File: src/rtl/noise_pkg.sv
package noise_pkg;

    localparam int unsigned NZ_REG_W = 23;
    localparam int unsigned NZ_OUT_W = 8;
    localparam int unsigned NZ_SEL_W = 4;
    localparam int unsigned NZ_FB_HI = 22;
    localparam int unsigned NZ_FB_LO = 17;

    // selection bit positions
    localparam int unsigned SEL_TRI = 0;
    localparam int unsigned SEL_SAW = 1;
    localparam int unsigned SEL_PUL = 2;
    localparam int unsigned SEL_NZ  = 3;

    typedef enum logic [1:0] {
        PH_IDLE   = 2'd0,
        PH_LATCH  = 2'd1,
        PH_COMMIT = 2'd2
    } phase_e;

    // register position feeding sample bit idx
    function automatic int tap_pos(input int idx);
        case (idx)
            0: return 2;
            1: return 4;
            2: return 7;
            3: return 11;
            4: return 13;
            5: return 16;
            6: return 20;
            default: return 22;
        endcase
    endfunction

    // sample bit fed by register position pos, or -1
    function automatic int tap_slot(input int pos);
        for (int i = 0; i < int'(NZ_OUT_W); i++) begin
            if (tap_pos(i) == pos) return i;
        end
        return -1;
    endfunction

endpackage

File: src/rtl/noise_trig_edge.sv
module noise_trig_edge (
    input  logic clk_i,
    input  logic rst_ni,
    input  logic trig_i,
    output logic rise_o
);
    typedef struct packed {
        logic trig;
    } edge_st_t;

    edge_st_t st_d, st_q;

    always_comb begin
        st_d      = st_q;
        st_d.trig = trig_i;
    end

    always_ff @(posedge clk_i or negedge rst_ni) begin
        if (!rst_ni) st_q <= '0;
        else         st_q <= st_d;
    end

    assign rise_o = trig_i & ~st_q.trig;
endmodule

File: src/rtl/noise_phase_ctrl.sv
module noise_phase_ctrl
    import noise_pkg::*;
#(
    parameter int unsigned SEL_W = NZ_SEL_W
) (
    input  logic             clk_i,
    input  logic             rst_ni,
    input  logic             rise_i,
    input  logic             test_i,
    input  logic [SEL_W-1:0] wave_sel_i,
    output phase_e           phase_o,
    output logic [SEL_W-1:0] sel_p1_o
);
    typedef struct packed {
        phase_e           phase;
        logic [SEL_W-1:0] sel_p1;
    } ctrl_st_t;

    ctrl_st_t st_d, st_q;

    always_comb begin
        st_d = st_q;
        unique case (st_q.phase)
            PH_IDLE: begin
                if (test_i || rise_i) st_d.phase = PH_LATCH;
            end
            PH_LATCH: begin
                st_d.sel_p1 = wave_sel_i;
                st_d.phase  = test_i ? PH_LATCH : PH_COMMIT;
            end
            PH_COMMIT: begin
                // a rise seen here is dropped
                st_d.phase = test_i ? PH_LATCH : PH_IDLE;
            end
            default: st_d.phase = PH_IDLE;
        endcase
    end

    // reset parks in commit with a clean phase-1 selection:
    // release commits once, with no writeback
    always_ff @(posedge clk_i or negedge rst_ni) begin
        if (!rst_ni) begin
            st_q.phase  <= PH_COMMIT;
            st_q.sel_p1 <= '0;
        end else begin
            st_q <= st_d;
        end
    end

    assign phase_o  = st_q.phase;
    assign sel_p1_o = st_q.sel_p1;
endmodule

File: src/rtl/noise_wb_mask.sv
module noise_wb_mask
    import noise_pkg::*;
#(
    parameter int unsigned SEL_W = NZ_SEL_W,
    parameter int unsigned OUT_W = NZ_OUT_W
) (
    input  logic [SEL_W-1:0] sel_p1_i,
    input  logic [SEL_W-1:0] sel_p2_i,
    input  logic [OUT_W-1:0] tri_i,
    input  logic [OUT_W-1:0] saw_i,
    input  logic [OUT_W-1:0] pul_i,
    output logic             wb_en_o,
    output logic [OUT_W-1:0] wb_val_o
);
    logic [SEL_W-1:0] shared;

    always_comb begin
        shared  = sel_p1_i & sel_p2_i;
        wb_en_o = shared[SEL_NZ] &
                  (shared[SEL_TRI] | shared[SEL_SAW] | shared[SEL_PUL]);
        wb_val_o = '1;
        if (shared[SEL_TRI]) wb_val_o = wb_val_o & tri_i;
        if (shared[SEL_SAW]) wb_val_o = wb_val_o & saw_i;
        if (shared[SEL_PUL]) wb_val_o = wb_val_o & pul_i;
    end
endmodule

File: src/rtl/noise_lfsr_2ph.sv
module noise_lfsr_2ph
    import noise_pkg::*;
#(
    parameter int unsigned LFSR_W = NZ_REG_W,
    parameter int unsigned FB_HI  = NZ_FB_HI,
    parameter int unsigned FB_LO  = NZ_FB_LO,
    parameter int unsigned OUT_W  = NZ_OUT_W,
    parameter int unsigned SEL_W  = NZ_SEL_W
) (
    input  logic              clk_i,
    input  logic              rst_ni,
    input  logic              test_i,
    input  logic              trig_i,
    input  logic [SEL_W-1:0]  wave_sel_i,
    input  logic [OUT_W-1:0]  tri_i,
    input  logic [OUT_W-1:0]  saw_i,
    input  logic [OUT_W-1:0]  pul_i,
    output logic [OUT_W-1:0]  noise_o,
    output logic [LFSR_W-1:0] lfsr_o
);
    localparam logic [LFSR_W-1:0] RST_REG   = '1;
    localparam logic [LFSR_W-1:0] RST_LATCH = {{(LFSR_W-1){1'b1}}, 1'b0};

    typedef struct packed {
        logic [LFSR_W-1:0] lfsr;
        logic [LFSR_W-1:0] latch;
    } reg_st_t;

    reg_st_t           st_d, st_q;
    logic              rise;
    phase_e            phase;
    logic [SEL_W-1:0]  sel_p1;
    logic              wb_en;
    logic [OUT_W-1:0]  wb_val;
    logic [OUT_W-1:0]  keep_tap;
    logic [LFSR_W-1:0] keep;
    logic [LFSR_W-1:0] shifted;
    logic [LFSR_W-1:0] latch_w;

    noise_trig_edge u_edge (
        .clk_i  (clk_i),
        .rst_ni (rst_ni),
        .trig_i (trig_i),
        .rise_o (rise)
    );

    noise_phase_ctrl #(.SEL_W(SEL_W)) u_ctrl (
        .clk_i      (clk_i),
        .rst_ni     (rst_ni),
        .rise_i     (rise),
        .test_i     (test_i),
        .wave_sel_i (wave_sel_i),
        .phase_o    (phase),
        .sel_p1_o   (sel_p1)
    );

    noise_wb_mask #(.SEL_W(SEL_W), .OUT_W(OUT_W)) u_wb (
        .sel_p1_i (sel_p1),
        .sel_p2_i (wave_sel_i),
        .tri_i    (tri_i),
        .saw_i    (saw_i),
        .pul_i    (pul_i),
        .wb_en_o  (wb_en),
        .wb_val_o (wb_val)
    );

    // per-tap keep bits, then spread over the register positions
    for (genvar g = 0; g < OUT_W; g++) begin : g_keep_tap
        assign keep_tap[g] = wb_val[g] | ~wb_en;
        assign noise_o[g]  = st_q.lfsr[tap_pos(g)];
    end

    for (genvar b = 0; b < LFSR_W; b++) begin : g_keep
        localparam int SLOT = tap_slot(b);
        if (SLOT >= 0) begin : g_tap
            assign keep[b] = keep_tap[SLOT];
        end else begin : g_plain
            assign keep[b] = 1'b1;
        end
    end

    always_comb begin
        shifted = {st_q.lfsr[LFSR_W-2:0], st_q.lfsr[FB_HI] ^ st_q.lfsr[FB_LO]};
        st_d    = st_q;
        unique case (phase)
            PH_LATCH:  st_d.latch = shifted;
            PH_COMMIT: st_d.lfsr  = st_q.latch & keep;
            default:   ;
        endcase
    end

    always_ff @(posedge clk_i or negedge rst_ni) begin
        if (!rst_ni) begin
            st_q.lfsr  <= RST_REG;
            st_q.latch <= RST_LATCH;
        end else begin
            st_q <= st_d;
        end
    end

    assign latch_w = st_q.latch;
    assign lfsr_o  = st_q.lfsr;
endmodule

File: config.mk
export PLATFORM = sky130hd
export DESIGN_NAME = noise_lfsr_2ph
export DESIGN_NICKNAME = d
export VERILOG_FILES = /design/src/rtl/noise_pkg.sv /design/src/rtl/noise_trig_edge.sv /design/src/rtl/noise_phase_ctrl.sv /design/src/rtl/noise_wb_mask.sv /design/src/rtl/noise_lfsr_2ph.sv
export SDC_FILE = /design/constraint.sdc
export NUM_CORES = 1
export LEC_CHECK = 0
export ABC_AREA = 1
export BUFFER_PORTS_ARGS = -buffer_cell sky130_fd_sc_hd__buf_2
export CAP_MARGIN = 5
export CORE_ASPECT_RATIO = 2
export CORE_MARGIN = 1
export CORE_UTILIZATION = 55
export CTS_BUF_LIST = sky130_fd_sc_hd__clkbuf_2
export CTS_CLUSTER_SIZE = 8
export DETAILED_ROUTE_END_ITERATION = 8
export PLACE_DENSITY = 0.83
export SYNTH_ARGS = -nofsm -noshare
export SYNTH_HDL_FRONTEND = slang
export SYNTH_HIERARCHICAL = 1
export SYNTH_SLANG_ARGS = --single-unit
File: constraint.sdc
create_clock -name clk_i -period 4.1 [get_ports clk_i]
set_clock_uncertainty 0.15 [all_clocks]
set_input_delay 0.82 -clock clk_i [delete_from_list [all_inputs] [get_ports clk_i]]
set_output_delay 0.82 -clock clk_i [all_outputs]
set_load 0.01 [all_outputs]
; ---- Word-level counts from Yosys, hierarchy flattened
; Cells that the tools add are included.
; Widths: inputs -> output; s select.
[classes]
n_eq_ne = 3
mux = 7
bitwise = 19
reduce_logical = 2
[op_table]
columns = cell, count
row1 = $mux 8, 3
row2 = $and 23x23->23, 1
row3 = $and 8x8->8, 2
row4 = $or 1x1->1, 10
row5 = $pmux 2 s3, 1
row6 = $and 4x4->4, 1
row7 = $mux 2, 2
row8 = $and 1x1->1, 2
row9 = $eq 2x1->1 const B, 1
row10 = $eq 2x2->1 const B, 1
row11 = $logic_not 2->1, 1
row12 = $ne 2x1->1 const B, 1
row13 = $not 1->1, 2
row14 = $logic_or 1x1->1, 1
row15 = $mux 1, 1
row16 = $xor 1x1->1, 1
[word_totals]
register_bits = 53
inputBits = 32
output_inout_bits = 31
word_cells = 36

; ---- Depth between registers and ports, before layout
; Gate-level depths: netlist of the first run.
[depth]
ltp_word = 8
ltp_mapped = 9

; ---- Hierarchy
; The synthesis of the first run kept the hierarchy.
[by_module_without_submodules]
columns = mod, instances, cells_per_inst, area_per_inst_um2
row1 = noise_lfsr_2ph, 1, 234, 2085.8
row2 = noise_wb_mask, 1, 68, 344.1
row3 = noise_phase_ctrl, 1, 26, 234.0
row4 = noise_trig_edge, 1, 3, 35.0

; ---- Worst setup path before layout of the first run
; Ideal clock, no wire load.
[synth_timing]
kind = input to register
from = input wave_sel_i[2]
to = register st_q, in the netlist lfsr_o[11]
setup_ps = 76
arrival_ps = 1504
required_time_ps = 3874
path_slack_ps = 2370
cell_stages = 9
path_buffers = 2
path_cell_list = buf_6 > nand2_4 > nand3_2 > nand2_1 > inv_1 > buf_1 > nand2_1 > nand3_1 > nand2_1
[synth_between]
elab_chain_len = 6
word_cells_on_any_way = 7
cone_classes = 1 x mux / 6 x bitwise
[synth_lines]
columns = element, line_no
row1 = "start, declared", noise_lfsr_2ph.sv:14  ; input logic [SEL_W-1:0] wave_sel_i,
row2 = $and 4x4->4, noise_wb_mask.sv:18  ; shared = sel_p1_i & sel_p2_i;
row3 = $or 1x1->1, noise_wb_mask.sv:20  ; (shared[SEL_TRI] | shared[SEL_SAW] | shared[SEL_PUL]);
row4 = $and 1x1->1, noise_wb_mask.sv:19  ; wb_en_o = shared[SEL_NZ] &
row5 = net wb_en, noise_lfsr_2ph.sv:33  ; logic wb_en;
row6 = $not 1->1, noise_lfsr_2ph.sv:69  ; assign keep_tap[g] = wb_val[g] | ~wb_en;
row7 = $or 1x1->1, noise_lfsr_2ph.sv:69
row8 = $and 23x23->23, noise_lfsr_2ph.sv:87  ; PH_COMMIT: st_d.lfsr = st_q.latch & keep;
row9 = "end signal, assigned", noise_lfsr_2ph.sv:97  ; st_q <= st_d;
row10 = "end, declared", noise_lfsr_2ph.sv:29  ; reg_st_t st_d, st_q;
; The timed path passes the listed nets, and every way through them passes these cells.
; A chain may end at the register's enable or synchronous reset.

; ---- Final worst setup path of the first run
[layout_timing]
from = register st_q, in the netlist lfsr_o[4]
to = output lfsr_o[4]
[layout_rtl]
columns = element, line_no
row1 = "end, declared", noise_lfsr_2ph.sv:19  ; output logic [LFSR_W-1:0] lfsr_o
; No word-level cell between the ends.

==> run_results.csv, run 1 <==
group,metric,value,unit
outcome,outcome,"finished, final reports clean",
cells_and_area,layout_commonest_cell,"nand2_1",
setup_path,end_kind,"output pin",
global_route,groute.usage.overall,21.8,%
power,seqPwrFrac,57.2,%
logic_synthesis,syn_area,2700,um^2
logic_synthesis,syn_nets,363,
setup_path,crit_type,"flip-flop to output pin",
cells_and_area,areaGrowthSynthToFinish,5.10,%
drt,wirelength,4.88,mm
cells_and_area,layoutNonFillerInstCount,414,
clock_network,clock_latency,0.45,ns
setup_path,crit_chain,"buf_2",
logic_synthesis,synth_area_per_cell,8.15,um^2
sta,finalHoldViolCount,0,
sta,setup_viol,0,
setup_path,r2r_setup_slack,2.09,ns
placed_design,portBuffers,62,
clock_network,cts.repair.resized,0,
drt,drt_iter0_drc,41,
setup_path,cp.required,3.13,ns
floorplan,die_y,101,um
logic_synthesis,yosysSeqAreaShare,51.3,%
setup_path,slowest_stage,"dfstp_2",
logic_synthesis,synth_area_leaders,"dfstp_2, nand2_1, buf_4",
clock_network,postCtsHoldBufs,0,
logic_synthesis,yosys_register_bits,53,
global_route,grt_antenna_before_repair,0,
clock_network,cts-root-buf,"clkbuf_2",
sta,tns,0,ns
drt,drtAntennaViolNets,0,
floorplan,dieWidth,51.5,um
clock_network,post_cts_buffers,0,
logic_synthesis,synth_cells,331,
setup_path,cpPeakStageDelay,0.63,ns
power,ir_worst_vdd,357,uV
cells_and_area,final_cell_mix,"nand2_1, buf_2, inv_1, dfstp_2, o21ai_0",
logic_synthesis,synth_compound_area_share,5.38,%
clock_network,ctsHtreeMaxLevel,2,
logic_synthesis,ys_types,15,
global_route,grt_first_pass_wirelength,8.44,mm
global_route,first_global_vias,1975,
sta,max-slew-margin-rel,27.3,%
setup_path,critical_path_buf_inv_count,1,
floorplan,core,4640,um^2
cells_and_area,fin_nets,390,
floorplan,io_pins,63,
clock_network,cts_sinks,53,
drt,avgRoutedWirePerCell,11.8,um
sta,finalMaxSlewViolations,0,
floorplan,start_util,58.1,%
logic_synthesis,synth_warnings,6,
cells_and_area,n_fill_cell,432,
floorplan,die_area,5210,um^2
logic_synthesis,synth-simple-area-share,25.3,%
sta,fmax,455,MHz
global_route,grt-ovfl-total,0,
placed_design,dp_cells,406,
placed_design,dpl.hpwl,3.52,mm
setup_path,cp_max_fo,4,
sta,tightest_slew,1.09,ns
clock_network,cts_buffer_depth,2,
floorplan,row_count,35,
power,powerDensity,563,nW/um^2
logic_synthesis,synth_mux_area_share,0,%
global_route,grt_max_degree,45,
sta,rsz0062_at_grt,"no",
drt,dr_total_vias,1971,
placed_design,gp_congestion,0.774,
cells_and_area,diodes,0,
power,comb_power_share,26.4,%
drt,drc_errors,0,
setup_path,start_kind,"flip-flop",
setup_path,crit_family,"flip-flops",
logic_synthesis,synthDominantCellAreaShare,44.8,%
power,sw_frac_of_total,32.9,%
power,p_sw,0.525,mW
logic_synthesis,synth-xor-area-share,0,%
flow_run,maxCapViolCount,0,
min_path,hp-class,"primary input to asynchronous set/reset pin",
logic_synthesis,synth_top_area_cell,"dfstp_2",
setup_path,crit_arrival,1.23,ns
logic_synthesis,synth_top_family_by_area,"simple AND/OR/NAND/NOR gates",
sta,finalCriticalPeriod,2.20,ns
clock_network,cts_buffers,5,
drt,viasPerCell,4.76,
logic_synthesis,synthAdderAreaFrac,0,%
power,internal_power,1.07,mW
clock_network,cts_tree,"built",
cells_and_area,drive_gt1_share,36.5,%
clock_network,clkTransAtPathRegs,0.27,ns
drt,first_pass_iters,4,
power,leakage,1.50,nW
sta,period_share,53.6,%
power,p_clk_share,16.4,%
[layout make-up]
type,count,area [um^2],area share [%]
well taps,55,68.8,2.43
clock inverters,2,35.0,1.24
inverters,46,173,6.09
clock buffers,6,30.0,1.06
repair buffers,63,318,11.2
flip-flops and latches,53,1380,48.8
multi-input cells,189,828,29.2
[power groups by stage]
stage | sequential, mW | combinational [mW] | clock [mW]
floorplan | 0.884 | 0.420 | 0
global placement | 0.922 | 0.411 | 0
detailed placement | 0.924 | 0.426 | 0
CTS | 0.915 | 0.428 | 0.273
global route | 0.939 | 0.485 | 0.292
finish | 0.914 | 0.421 | 0.262
[flip-flops by register name, indices dropped and copies added, names as in the netlist]
signal	count
latch_w	23
lfsr_o	23
u_ctrl/sel_p1_o	4
u_ctrl/phase_o	2
u_edge/st_q	1
[per-layer routing]
metal | part of all wire (%) | track usage [%]
met4 | 2.1 | 9.98
met2 | 52 | 38.9
met5 | 0 | 0
met3 | 3.9 | 3.17
met1 | 42 | 24.7
[cell families (layout without fill, tap and decap cells)]
group                  Yosys count  in the layout
AOI/OAI and AO/OA               29             29
and+or+nand+nor                160            160
buffers and inverters           89            117
DFF                             53             53
[path summary, 6_finish.rpt]
kind,cells after the start,endpoint,startpoint
hold reg to reg,2,lfsr_o[13],latch_w[13]
max in group asynchronous,2,latch_w[3],rst_ni
min in group clk_i,2,lfsr_o[13],latch_w[13]
hold / removal,1,u_ctrl/sel_p1_o[3],rst_ni
setup / recovery,1,lfsr_o[4],lfsr_o[4]
setup reg to reg,4,latch_w[3],u_ctrl/phase_o[0]
[metrics by stage]
step           hold slack (ns)  setup slack [ns]  util [%]  power (mW)  area [um^2]
2_1_floorplan            0.292              2.37         -        1.30         2700
3_3_place_gp             0.305              2.21      59.7        1.33         2770
3_5_place_dp             0.306              2.16      59.7        1.35         2770
4_1_cts                  0.282              1.87      61.1        1.62         2840
5_1_grt                  0.248              1.82      61.1        1.72         2840
6_report                 0.297              1.90      61.1        1.60         2840
[Yosys cell counts, drive strengths merged]
master,n
nand2,109
dfstp,46
nand3,30
nor2,21
buf,43
inv,46
dfrtp,7
o21ai,29
Note: power is estimated with default switching activity, not from simulation.
==> inputs of run 2 (changes only) <==
--- a/config.mk
+++ b/config.mk
@@ -10,11 +10,11 @@
 export CAP_MARGIN = 5
 export CORE_ASPECT_RATIO = 2
 export CORE_MARGIN = 1
-export CORE_UTILIZATION = 55
+export CORE_UTILIZATION = 50
 export CTS_BUF_LIST = sky130_fd_sc_hd__clkbuf_2
 export CTS_CLUSTER_SIZE = 8
 export DETAILED_ROUTE_END_ITERATION = 8
-export PLACE_DENSITY = 0.83
+export PLACE_DENSITY = 0.8
 export SYNTH_ARGS = -nofsm -noshare
 export SYNTH_HDL_FRONTEND = slang
 export SYNTH_HIERARCHICAL = 1
==> constraint.sdc (replaced) <==
create_clock -name clk_i -period 2 [get_ports clk_i]
set_clock_uncertainty 0.15 [all_clocks]
set_input_delay 0.4 -clock clk_i [delete_from_list [all_inputs] [get_ports clk_i]]
set_output_delay 0.4 -clock clk_i [all_outputs]
set_load 0.01 [all_outputs]
==> run 2 against run 1 <==
Net effect:
- combinational power rose by 110%
- worst hold slack worse by 0.22 ns
- routed wire length rose by 2.5%
- final cell count up 2.2%
- register-to-register slack got worse by 1.6 ns
- first-iteration DRC count down 27%
- via count rose by 3.6%
- clock power rose by 99%
- count of clock-buffer cells in the layout decreased by 1
- core utilization shrank 5.1 points
- largest power group unchanged
- highest routed layer unchanged
==> run_results.csv, run 2 (same netlist as run 1, synthesis figures left out) <==
group,metric,value,unit
outcome,outcome,"finished, final reports clean",
setup_path,crit_arrival,1.17,ns
setup_path,cpPeakStageDelay,0.62,ns
min_path,hold_path_end,"u_ctrl/sel_p1_o[3]",
power,leakage,1.53,nW
cells_and_area,seq_area,1380,um^2
floorplan,dieWidth,54.0,um
floorplan,die_y,106,um
sta,period_share,86.0,%
clock_network,clkTransAtPathRegs,0.24,ns
floorplan,io_pins,63,
setup_path,crit_chain,"buf_2",
placed_design,dpl.hpwl,3.67,mm
setup_path,crit_family,"flip-flops",
sta,rsz0062_at_grt,"no",
drt,avgRoutedWirePerCell,11.8,um
power,finalPower,3.29,mW
power,powerDensity,1130,nW/um^2
sta,layout_setup_ws,0.280,ns
cells_and_area,areaGrowthSynthToFinish,7.65,%
placed_design,dp_cells,412,
cells_and_area,n_fill_cell,521,
drt,drc_errors,0,
drt,drtAntennaViolNets,0,
drt,drt_iter0_drc,30,
setup_path,r2r_setup_slack,0.53,ns
placed_design,portBuffers,62,
setup_path,end_kind,"output pin",
clock_network,cts_buffer_depth,2,
global_route,grt_max_degree,54,
global_route,groute.usage.overall,19.5,%
sta,max-slew-margin-rel,70.9,%
setup_path,r2r-start,"u_ctrl/phase_o[0]",
power,ir_worst_vdd,665,uV
floorplan,die_area,5710,um^2
drt,viasPerCell,4.83,
min_path,min-delay-start,"wave_sel_i[3]",
drt,wirelength,5.00,mm
cells_and_area,fin_nets,396,
cells_and_area,layoutNonFillerInstCount,423,
global_route,grt_antenna_before_repair,0,
clock_network,cts-root-buf,"clkbuf_2",
floorplan,row_count,37,
sta,finalCriticalPeriod,1.72,ns
sta,fmax,581,MHz
setup_path,critical_path_buf_inv_count,1,
clock_network,clock_latency,0.41,ns
cells_and_area,diodes,0,
min_path,hold_depth,3,
clock_network,cts_tree,"built",
clock_network,ctsHtreeMaxLevel,2,
global_route,grt-ovfl-total,0,
placed_design,gp_congestion,0.746,
clock_network,cts_buffers,5,
cells_and_area,layout_commonest_cell,"nand2_1",
cells_and_area,multi_input_area,828,um^2
sta,finalHoldViolCount,0,
floorplan,core,5180,um^2
flow_run,maxCapViolCount,0,
global_route,grt_first_pass_wirelength,8.25,mm
drt,dr_total_vias,2042,
drt,first_pass_iters,4,
cells_and_area,final_cell_mix,"nand2_1, buf_2, inv_1, dfstp_2, o21ai_0",
sta,tns,0,ns
setup_path,reg2reg_depth,5,
clock_network,cts_sinks,53,
sta,finalMaxSlewViolations,0,
floorplan,start_util,52.1,%
min_path,hp-class,"primary input to flip-flop",
global_route,first_global_vias,1945,
setup_path,cp.required,1.45,ns
sta,tightest_slew,0.435,ns
sta,hold_ws,0.0788,ns
setup_path,start_kind,"flip-flop",
setup_path,cp_max_fo,4,
cells_and_area,drive_gt1_share,36.4,%
setup_path,crit_type,"flip-flop to output pin",
setup_path,slowest_stage,"dfstp_2",
sta,setup_viol,0,
placed_design,pre_cts_ws,0.536,ns
setup_path,timing.rr.end,"latch_w[19]",
run 2: area by class of cell:
class / instances / area share [%]
flip-flops and latches: 53 / 47.6
multi-input cells: 189 / 28.5
repair buffers: 69 / 13.2
inverters: 46 / 5.94
well taps: 58 / 2.50
clock inverters: 3 / 1.38
clock buffers: 5 / 0.861
run 2: per-stage QoR:
stage,area [um^2],utilization [%]
after detailed placement,2810,54.2
after floorplan,2700,-
after global placement,2810,54.2
after CTS,2910,56.0
after global routing,2910,56.0
final,2910,56.0
run 2: repair_timing:
item                      CTS  global route
hold endpoints to repair   15             0
setup buffers               0             0
gates resized for setup     0             0
hold buffers                3             0
run 2: per-layer routing:
metal / wire, um / part of all wire [%] / GRT usage [%] / vias to the layer above
met3: 227 / 4.5 / 2.58 / 9
met5: 0 / 0 / 0 / -
met4: 133 / 2.7 / 8.08 / 0
met2: 2670 / 53 / 34.5 / 59
li1: - / - / - / 1033
met1: 1970 / 39 / 22.1 / 941
run 2: worst max path at each step:
stage	slack, ns	cells after the start	start	to
after floorplan	0.69	9	wave_sel_i[2]	lfsr_o[11]
after global placement	0.57	8	wave_sel_i[0]	lfsr_o[7]
after detailed placement	0.54	8	wave_sel_i[0]	lfsr_o[7]
after CTS	0.25	1	lfsr_o[2]	noise_o[0]
after global routing	0.19	1	lfsr_o[4]	noise_o[1]
final	0.28	1	lfsr_o[4]	noise_o[1]
run 2: report_power, final:
part           switching [mW]  internal, mW
sequential              0.249          1.63
combinational           0.522         0.364
clock                   0.312         0.209
total                    1.08          2.20
run 2: worst register-to-register path, cell delays in order, from the launching register on:
cell     delay [ns]
dfrtp_1        0.57
inv_1          0.11
nor2_2         0.09
buf_4          0.28
nand2_1        0.10
o21ai_0        0.11
